`src/rtl/ddc_pkg.sv`:
```
package ddc_pkg;

  // Quarter-rate oscillator: four phases per IF cycle.
  localparam int PHASE_W = 2;

  // Strobes from the sequencer into the arithmetic path.
  typedef struct packed {
    logic               mixEn;  // capture mixer products
    logic               sumEn;  // shift filter history, register sums
    logic               magEn;  // register outputs and magnitude
    logic [PHASE_W-1:0] phase;  // oscillator phase of the incoming sample
  } ddc_strobe_t;

endpackage

```
`src/rtl/ddc_ctrl.sv`:
```
module ddc_ctrl
  import ddc_pkg::*;
(
  input  logic        clk,
  input  logic        rstN,
  input  logic        inValid,
  output ddc_strobe_t strobe,
  output logic        outValid
);

  logic [PHASE_W-1:0] phaseQ;
  logic               stage1Vld;
  logic               stage2Vld;
  logic               stage3Vld;

  // Phase steps only on accepted samples.
  always_ff @(posedge clk) begin
    if (!rstN) begin
      phaseQ <= '0;
    end else if (inValid) begin
      phaseQ <= phaseQ + PHASE_W'(1);
    end
  end

  // Valid travels beside the three datapath register stages.
  always_ff @(posedge clk) begin
    if (!rstN) begin
      stage1Vld <= 1'b0;
      stage2Vld <= 1'b0;
      stage3Vld <= 1'b0;
    end else begin
      stage1Vld <= inValid;
      stage2Vld <= stage1Vld;
      stage3Vld <= stage2Vld;
    end
  end

  always_comb begin
    strobe.mixEn = inValid;
    strobe.phase = phaseQ;
    strobe.sumEn = stage1Vld;
    strobe.magEn = stage2Vld;
  end

  assign outValid = stage3Vld;

endmodule

```
`src/rtl/ddc_movsum.sv`:
```
module ddc_movsum #(
  parameter  int IN_W      = 15,
  parameter  int TAPS_LOG2 = 2,
  localparam int TAPS      = 1 << TAPS_LOG2,
  localparam int OUT_W     = IN_W + TAPS_LOG2
) (
  input  logic                    clk,
  input  logic                    rstN,
  input  logic                    en,
  input  logic signed [IN_W-1:0]  din,
  output logic signed [OUT_W-1:0] dout
);

  // Older samples; the newest one is din itself.
  logic signed [IN_W-1:0]  hist [TAPS-1];
  logic signed [OUT_W-1:0] acc;

  always_comb begin
    acc = OUT_W'(din);
    for (int i = 0; i < TAPS - 1; i++) begin
      acc = acc + OUT_W'(hist[i]);
    end
  end

  always_ff @(posedge clk) begin
    if (!rstN) begin
      hist[0] <= '0;
    end else if (en) begin
      hist[0] <= din;
    end
  end

  for (genvar g = 1; g < TAPS - 1; g++) begin : g_hist
    always_ff @(posedge clk) begin
      if (!rstN) begin
        hist[g] <= '0;
      end else if (en) begin
        hist[g] <= hist[g-1];
      end
    end
  end

  always_ff @(posedge clk) begin
    if (!rstN) begin
      dout <= '0;
    end else if (en) begin
      dout <= acc;
    end
  end

endmodule

```
`src/rtl/ddc_datapath.sv`:
```
module ddc_datapath
  import ddc_pkg::*;
#(
  parameter  int DATA_W    = 14,
  parameter  int TAPS_LOG2 = 2,
  localparam int MIX_W     = DATA_W + 1,
  localparam int SUM_W     = MIX_W + TAPS_LOG2,
  localparam int MAG_W     = SUM_W + 1
) (
  input  logic                    clk,
  input  logic                    rstN,
  input  ddc_strobe_t             strobe,
  input  logic signed [DATA_W-1:0] inSample,
  output logic signed [SUM_W-1:0] outI,
  output logic signed [SUM_W-1:0] outQ,
  output logic        [MAG_W-1:0] outMag
);

  logic signed [MIX_W-1:0] sampleWide;
  logic signed [MIX_W-1:0] sampleNeg;
  logic signed [MIX_W-1:0] mixI;
  logic signed [MIX_W-1:0] mixQ;
  logic signed [MIX_W-1:0] mixIReg;
  logic signed [MIX_W-1:0] mixQReg;
  logic signed [SUM_W-1:0] sumI;
  logic signed [SUM_W-1:0] sumQ;
  logic        [SUM_W-1:0] absI;
  logic        [SUM_W-1:0] absQ;
  logic        [SUM_W-1:0] bigPart;
  logic        [SUM_W-1:0] smallPart;
  logic        [MAG_W-1:0] magNext;

  // One extra bit so that negating the most negative sample is exact.
  assign sampleWide = MIX_W'(inSample);
  assign sampleNeg  = -sampleWide;

  // Oscillator values are 1, 0 or -1: select, negate or zero.
  always_comb begin
    unique case (strobe.phase)
      2'd0:    begin mixI = sampleWide; mixQ = '0;         end
      2'd1:    begin mixI = '0;         mixQ = sampleNeg;  end
      2'd2:    begin mixI = sampleNeg;  mixQ = '0;         end
      default: begin mixI = '0;         mixQ = sampleWide; end
    endcase
  end

  always_ff @(posedge clk) begin
    if (!rstN) begin
      mixIReg <= '0;
      mixQReg <= '0;
    end else if (strobe.mixEn) begin
      mixIReg <= mixI;
      mixQReg <= mixQ;
    end
  end

  // Same filter on both rails.
  for (genvar ch = 0; ch < 2; ch++) begin : g_rail
    if (ch == 0) begin : g_i
      ddc_movsum #(.IN_W(MIX_W), .TAPS_LOG2(TAPS_LOG2)) u_sum (
        .clk (clk),
        .rstN(rstN),
        .en  (strobe.sumEn),
        .din (mixIReg),
        .dout(sumI)
      );
    end else begin : g_q
      ddc_movsum #(.IN_W(MIX_W), .TAPS_LOG2(TAPS_LOG2)) u_sum (
        .clk (clk),
        .rstN(rstN),
        .en  (strobe.sumEn),
        .din (mixQReg),
        .dout(sumQ)
      );
    end
  end

  // Alpha-max plus half beta-min estimate.
  always_comb begin
    absI = sumI[SUM_W-1] ? SUM_W'(-sumI) : SUM_W'(sumI);
    absQ = sumQ[SUM_W-1] ? SUM_W'(-sumQ) : SUM_W'(sumQ);
    if (absI >= absQ) begin
      bigPart   = absI;
      smallPart = absQ;
    end else begin
      bigPart   = absQ;
      smallPart = absI;
    end
    magNext = MAG_W'(bigPart) + MAG_W'(smallPart >> 1);
  end

  always_ff @(posedge clk) begin
    if (!rstN) begin
      outI   <= '0;
      outQ   <= '0;
      outMag <= '0;
    end else if (strobe.magEn) begin
      outI   <= sumI;
      outQ   <= sumQ;
      outMag <= magNext;
    end
  end

endmodule

```
`src/rtl/ddc_top.sv`:
```
module ddc_top
  import ddc_pkg::*;
#(
  parameter  int DATA_W    = 14,
  parameter  int TAPS_LOG2 = 2,
  localparam int SUM_W     = DATA_W + 1 + TAPS_LOG2,
  localparam int MAG_W     = SUM_W + 1
) (
  input  logic                     clk,
  input  logic                     rstN,
  input  logic                     inValid,
  input  logic signed [DATA_W-1:0] inSample,
  output logic                     outValid,
  output logic signed [SUM_W-1:0]  outI,
  output logic signed [SUM_W-1:0]  outQ,
  output logic        [MAG_W-1:0]  outMag
);

  ddc_strobe_t strobe;

  ddc_ctrl u_ctrl (
    .clk     (clk),
    .rstN    (rstN),
    .inValid (inValid),
    .strobe  (strobe),
    .outValid(outValid)
  );

  ddc_datapath #(.DATA_W(DATA_W), .TAPS_LOG2(TAPS_LOG2)) u_dp (
    .clk     (clk),
    .rstN    (rstN),
    .strobe  (strobe),
    .inSample(inSample),
    .outI    (outI),
    .outQ    (outQ),
    .outMag  (outMag)
  );

endmodule

```
`config.mk`:
```
export PLATFORM = sky130hd
export DESIGN_NAME = ddc_top
export DESIGN_NICKNAME = d
export VERILOG_FILES = /design/src/rtl/ddc_pkg.sv /design/src/rtl/ddc_ctrl.sv /design/src/rtl/ddc_movsum.sv /design/src/rtl/ddc_datapath.sv /design/src/rtl/ddc_top.sv
export SDC_FILE = /design/constraint.sdc
export NUM_CORES = 1
export LEC_CHECK = 0
export ABC_AREA = 1
export BUFFER_PORTS_ARGS = -buffer_cell sky130_fd_sc_hd__buf_2
export CORE_MARGIN = 1.5
export CORE_UTILIZATION = 29
export CTS_CLUSTER_DIAMETER = 30
export DETAILED_ROUTE_END_ITERATION = 7
export SETUP_SLACK_MARGIN = 0.5
export SLEW_MARGIN = 5
export SYNTH_ARGS = -nofsm -noshare
export SYNTH_HDL_FRONTEND = slang
export SYNTH_SLANG_ARGS = --single-unit
```
`constraint.sdc`:
```
create_clock -name clk -period 5.9 [get_ports clk]
set_input_delay 0 -clock clk [delete_from_list [all_inputs] [get_ports clk]]
set_output_delay 0 -clock clk [all_outputs]
set_load 0.05 [all_outputs]
```
==> flow_summary.toml <==
[worst_setup_path]
cp_num_buf_inv = 4
cp_common_cell = "nand2_1"
crit_path_end_kind = "register"
worst_path_largest_cell_delay_ns = 0.39
worstPathMaxFanout = 36
critPathLaunchType = "register"
worstPathArrival_ns = 5.26
crit_required_ns = 6.36
cp_top_family = "simple AND/OR/NAND/NOR gates"
critical_path_class = "reg -> reg"
crit_slowest_cell = "ha_1"

[synthesis]
synthAdderAreaFrac_pct = 16.48
synth_seq_area_share_pct = 39.06
synth_cell_types = 52
muxShareOfSynthArea_pct = 0
synth-edff-count = 90
syn-num-nets = 1751
synth_ff_type = "dfxtp_1"
synth-seq-cells = 211
synth_xor_area_share_pct = 2.651
async_flop_share_pct = 0
yosysWarnings = 0
synth_top_family_by_area = "simple AND/OR/NAND/NOR gates"
synth_compound_area_share_pct = 15.51
synth-simple-area-share_pct = 17.64
syn_area_um2 = 13120
syn_avg_cell_area_um2 = 8.206
syn_inst = 1599

[clock_network]
cts_root_buffer = "clkbuf_16"
numClockSinks = 211
insertion_delay_ns = 0.60
cts_tree = "yes"
ctsResizeCount = 0
cts_buffer_depth = 3
cts-buffers-inserted = 57
clk_pin_slew_ns = 0.05
cts_setup_buffers = 0
htreeDepth = 2

[place]
routabilityCongestion = 0.8908
place.port_buffers = 69
post_dp_cell_area_um2 = 14030
dp_hpwl_mm = 25.36
dp.cells = 2211

[detailed_routing]
ant_nets = 0
vias = 10840
dr.first_iter.drc_count = 836
vias_per_cell = 4.634
drc = 0
wirelength_mm = 34.55
drt_pre_antenna_iters = 6
routedWlPerCell_um = 14.76

[sta]
timing.setup.tns_ns = 0
worstMarginPinSlew_ns = 1.202
hold_viol = 0
relSlewSlack_pct = 19.90
period_share_pct = 81.48
setup_viol = 0
fin_skew_ns = 0.05266
timing.hold.ws_ns = 0.07901
rsz0062_at_grt = "no"
fin_crit_ns = 4.807
fmax_mhz = 208.0
maxSlewViolCount = 0

[job]
drv_cap = 0

[die]
rows = 77
dieArea_um2 = 46530
die_w_um = 215.7
core_area_um2 = 44410
ios = 70
die_height_um = 215.7
initial_core_util_pct = 29.54

[cells_and_area]
fin_area_um2 = 16280
drive_above_1_share_pct = 12.19
layout.nets = 1852
area_growth_pct = 24.06
final_cells = 2340
diodes = 0

[global_routing]
grt_antenna_before_repair = 0
grt_max_degree = 93
grt_overflow = 0
grt_usage_pct = 14.95
grt_pass1_vias = 10460
grt_pass1_wl_mm = 55.59

[power]
peakVddDrop_v = 0.0002920
power_leakage_uw = 0.007282
power_density_nw_per_um2 = 455.0

[min_path]
hold_class = "in -> reg"

[status]
status = "finished clean"
[timing repair]
action                     4_1_cts  5_1_grt
hold endpoints to repair        31        0
hold buffers                    22        0
setup endpoints to repair        0        0
[cells in the mapped netlist (4+ instances only)]
cell type | count | area share [%]
buf_2 | 11 | 0.42
a21oi_1 | 147 | 5.6
nand3_1 | 53 | 2.0
edfxtp_1 | 90 | 21
o21bai_1 | 5 | 0.29
nor3_1 | 10 | 0.38
xnor2_1 | 5 | 0.33
or2_2 | 5 | 0.24
fa_1 | 63 | 9.6
a221oi_1 | 11 | 0.73
inv_2 | 5 | 0.14
inv_1 | 233 | 6.7
nor2_1 | 183 | 5.2
dfxtp_1 | 121 | 18
buf_1 | 10 | 0.29
a21o_1 | 4 | 0.23
o31ai_1 | 5 | 0.29
a21boi_0 | 10 | 0.57
nor4_1 | 5 | 0.24
o21ai_1 | 28 | 1.1
ha_1 | 72 | 6.9
nand2_1 | 252 | 7.2
nor3_2 | 5 | 0.38
o22ai_1 | 10 | 0.48
o211ai_1 | 5 | 0.29
clkbuf_1 | 31 | 0.89
xor2_1 | 31 | 2.1
nand4_1 | 12 | 0.57
o21ai_0 | 139 | 5.3
[worst min-delay path, stage by stage]
cell	delay (ns)
buf_2	0.10
buf_4	0.31
o21ai_0	0.16
nor2_1	0.05
[layout make-up]
type	instances	area, um2
clock buffers	69	1543
clock inverters	38	483.0
fillers	4562	28140
inverters	241	907.1
multi-input cells	1092	6868
flip-flops and latches	211	5126
well taps	592	740.7
repair buffers	97	610.6
[flip-flops by register name (all words and copies together) (netlist names)]
name / flops
u_dp.g_rail.g_q.u_sum.hist: 45
u_dp.g_rail.g_i.u_sum.dout: 17
u_dp.g_rail.g_i.u_sum.hist: 45
u_dp.outI: 17
u_ctrl.stage1Vld: 1
u_ctrl.stage2Vld: 1
u_dp.mixIReg: 15
u_dp.g_rail.g_q.u_sum.dout: 17
u_dp.outQ: 17
u_dp.mixQReg: 15
u_ctrl.outValid: 1
u_ctrl.phaseQ: 2
u_dp.outMag: 18
[metal layers]
layer / vias up / global-route usage [%] / part of all wire (%) / wire [um]
met5: - / 0 / 0 / 0
met1: 5031 / 20.80 / 48 / 16710
met3: 49 / 3.073 / 5.3 / 1823
li1: 5489 / - / - / -
met4: 0 / 4.522 / 2.0 / 707
met2: 274 / 23.27 / 44 / 15300
[placed cells by master (no fill, tap or decap), types with 6 or more instances in the layout]
master	netlist	final
xor2_1	31	31
clkbuf_1	31	6
o22ai_1	10	10
ha_1	72	72
inv_1	233	233
fa_1	63	63
clkinvlp_4	0	7
a221oi_1	11	11
nor2_1	183	183
clkinv_2	0	14
a21boi_0	10	10
clkbuf_16	0	58
nand2_1	252	251
buf_2	11	69
o21ai_1	28	28
edfxtp_1	90	90
nand3_1	53	53
nand4_1	12	12
a21oi_1	147	147
dfxtp_1	121	120
nor3_1	10	10
o21ai_0	139	139
bufinv_16	0	9
buf_4	2	6
dlygate4sd3_1	0	22
[worst paths after layout]
kind,start,endpoint,slack (ns),cells after the start
worst max-delay path,u_dp.g_rail[0].g_i.u_sum.dout[0]$_SDFFE_PN0P_,u_dp.outMag[13]$_SDFFE_PN0P_,1.09,27
worst min-delay path,rstN,u_dp.outQ[12]$_SDFFE_PN0P_,0.08,4
worst max register to register,u_dp.g_rail[0].g_i.u_sum.dout[0]$_SDFFE_PN0P_,u_dp.outMag[13]$_SDFFE_PN0P_,1.09,27
worst min register to register,u_dp.outMag[9]$_SDFFE_PN0P_,u_dp.outMag[9]$_SDFFE_PN0P_,0.48,2
[where the power goes]
part	internal [uW]	switching (uW)	leakage, uW
Sequential	1640	96.8	0.00195
Combinational	799	1660	0.00435
Clock	2240	962	0.000982
[through the flow]
| step | worst slack (ns) | total power (uW) | util, % |
|---|---|---|---|
| 5_1_grt | 0.6231 | 7908 | 36.65 |
| 3_3_place_gp | 1.173 | 4188 | 31.59 |
| 2_1_floorplan | 1.817 | 3610 | - |
| 4_1_cts | 1.092 | 7457 | 36.65 |
| 3_5_place_dp | 1.159 | 4189 | 31.59 |
| 6_report | 1.093 | 7406 | 36.65 |
[logic make-up after synthesis]
kind of cell,count (synthesis)
fa+ha+maj,135
flops,211
compound gates,375
buf+inv,296
xor+xnor,38
simple gates,544
No activity file was read; power rests on OpenSTA's default activity.
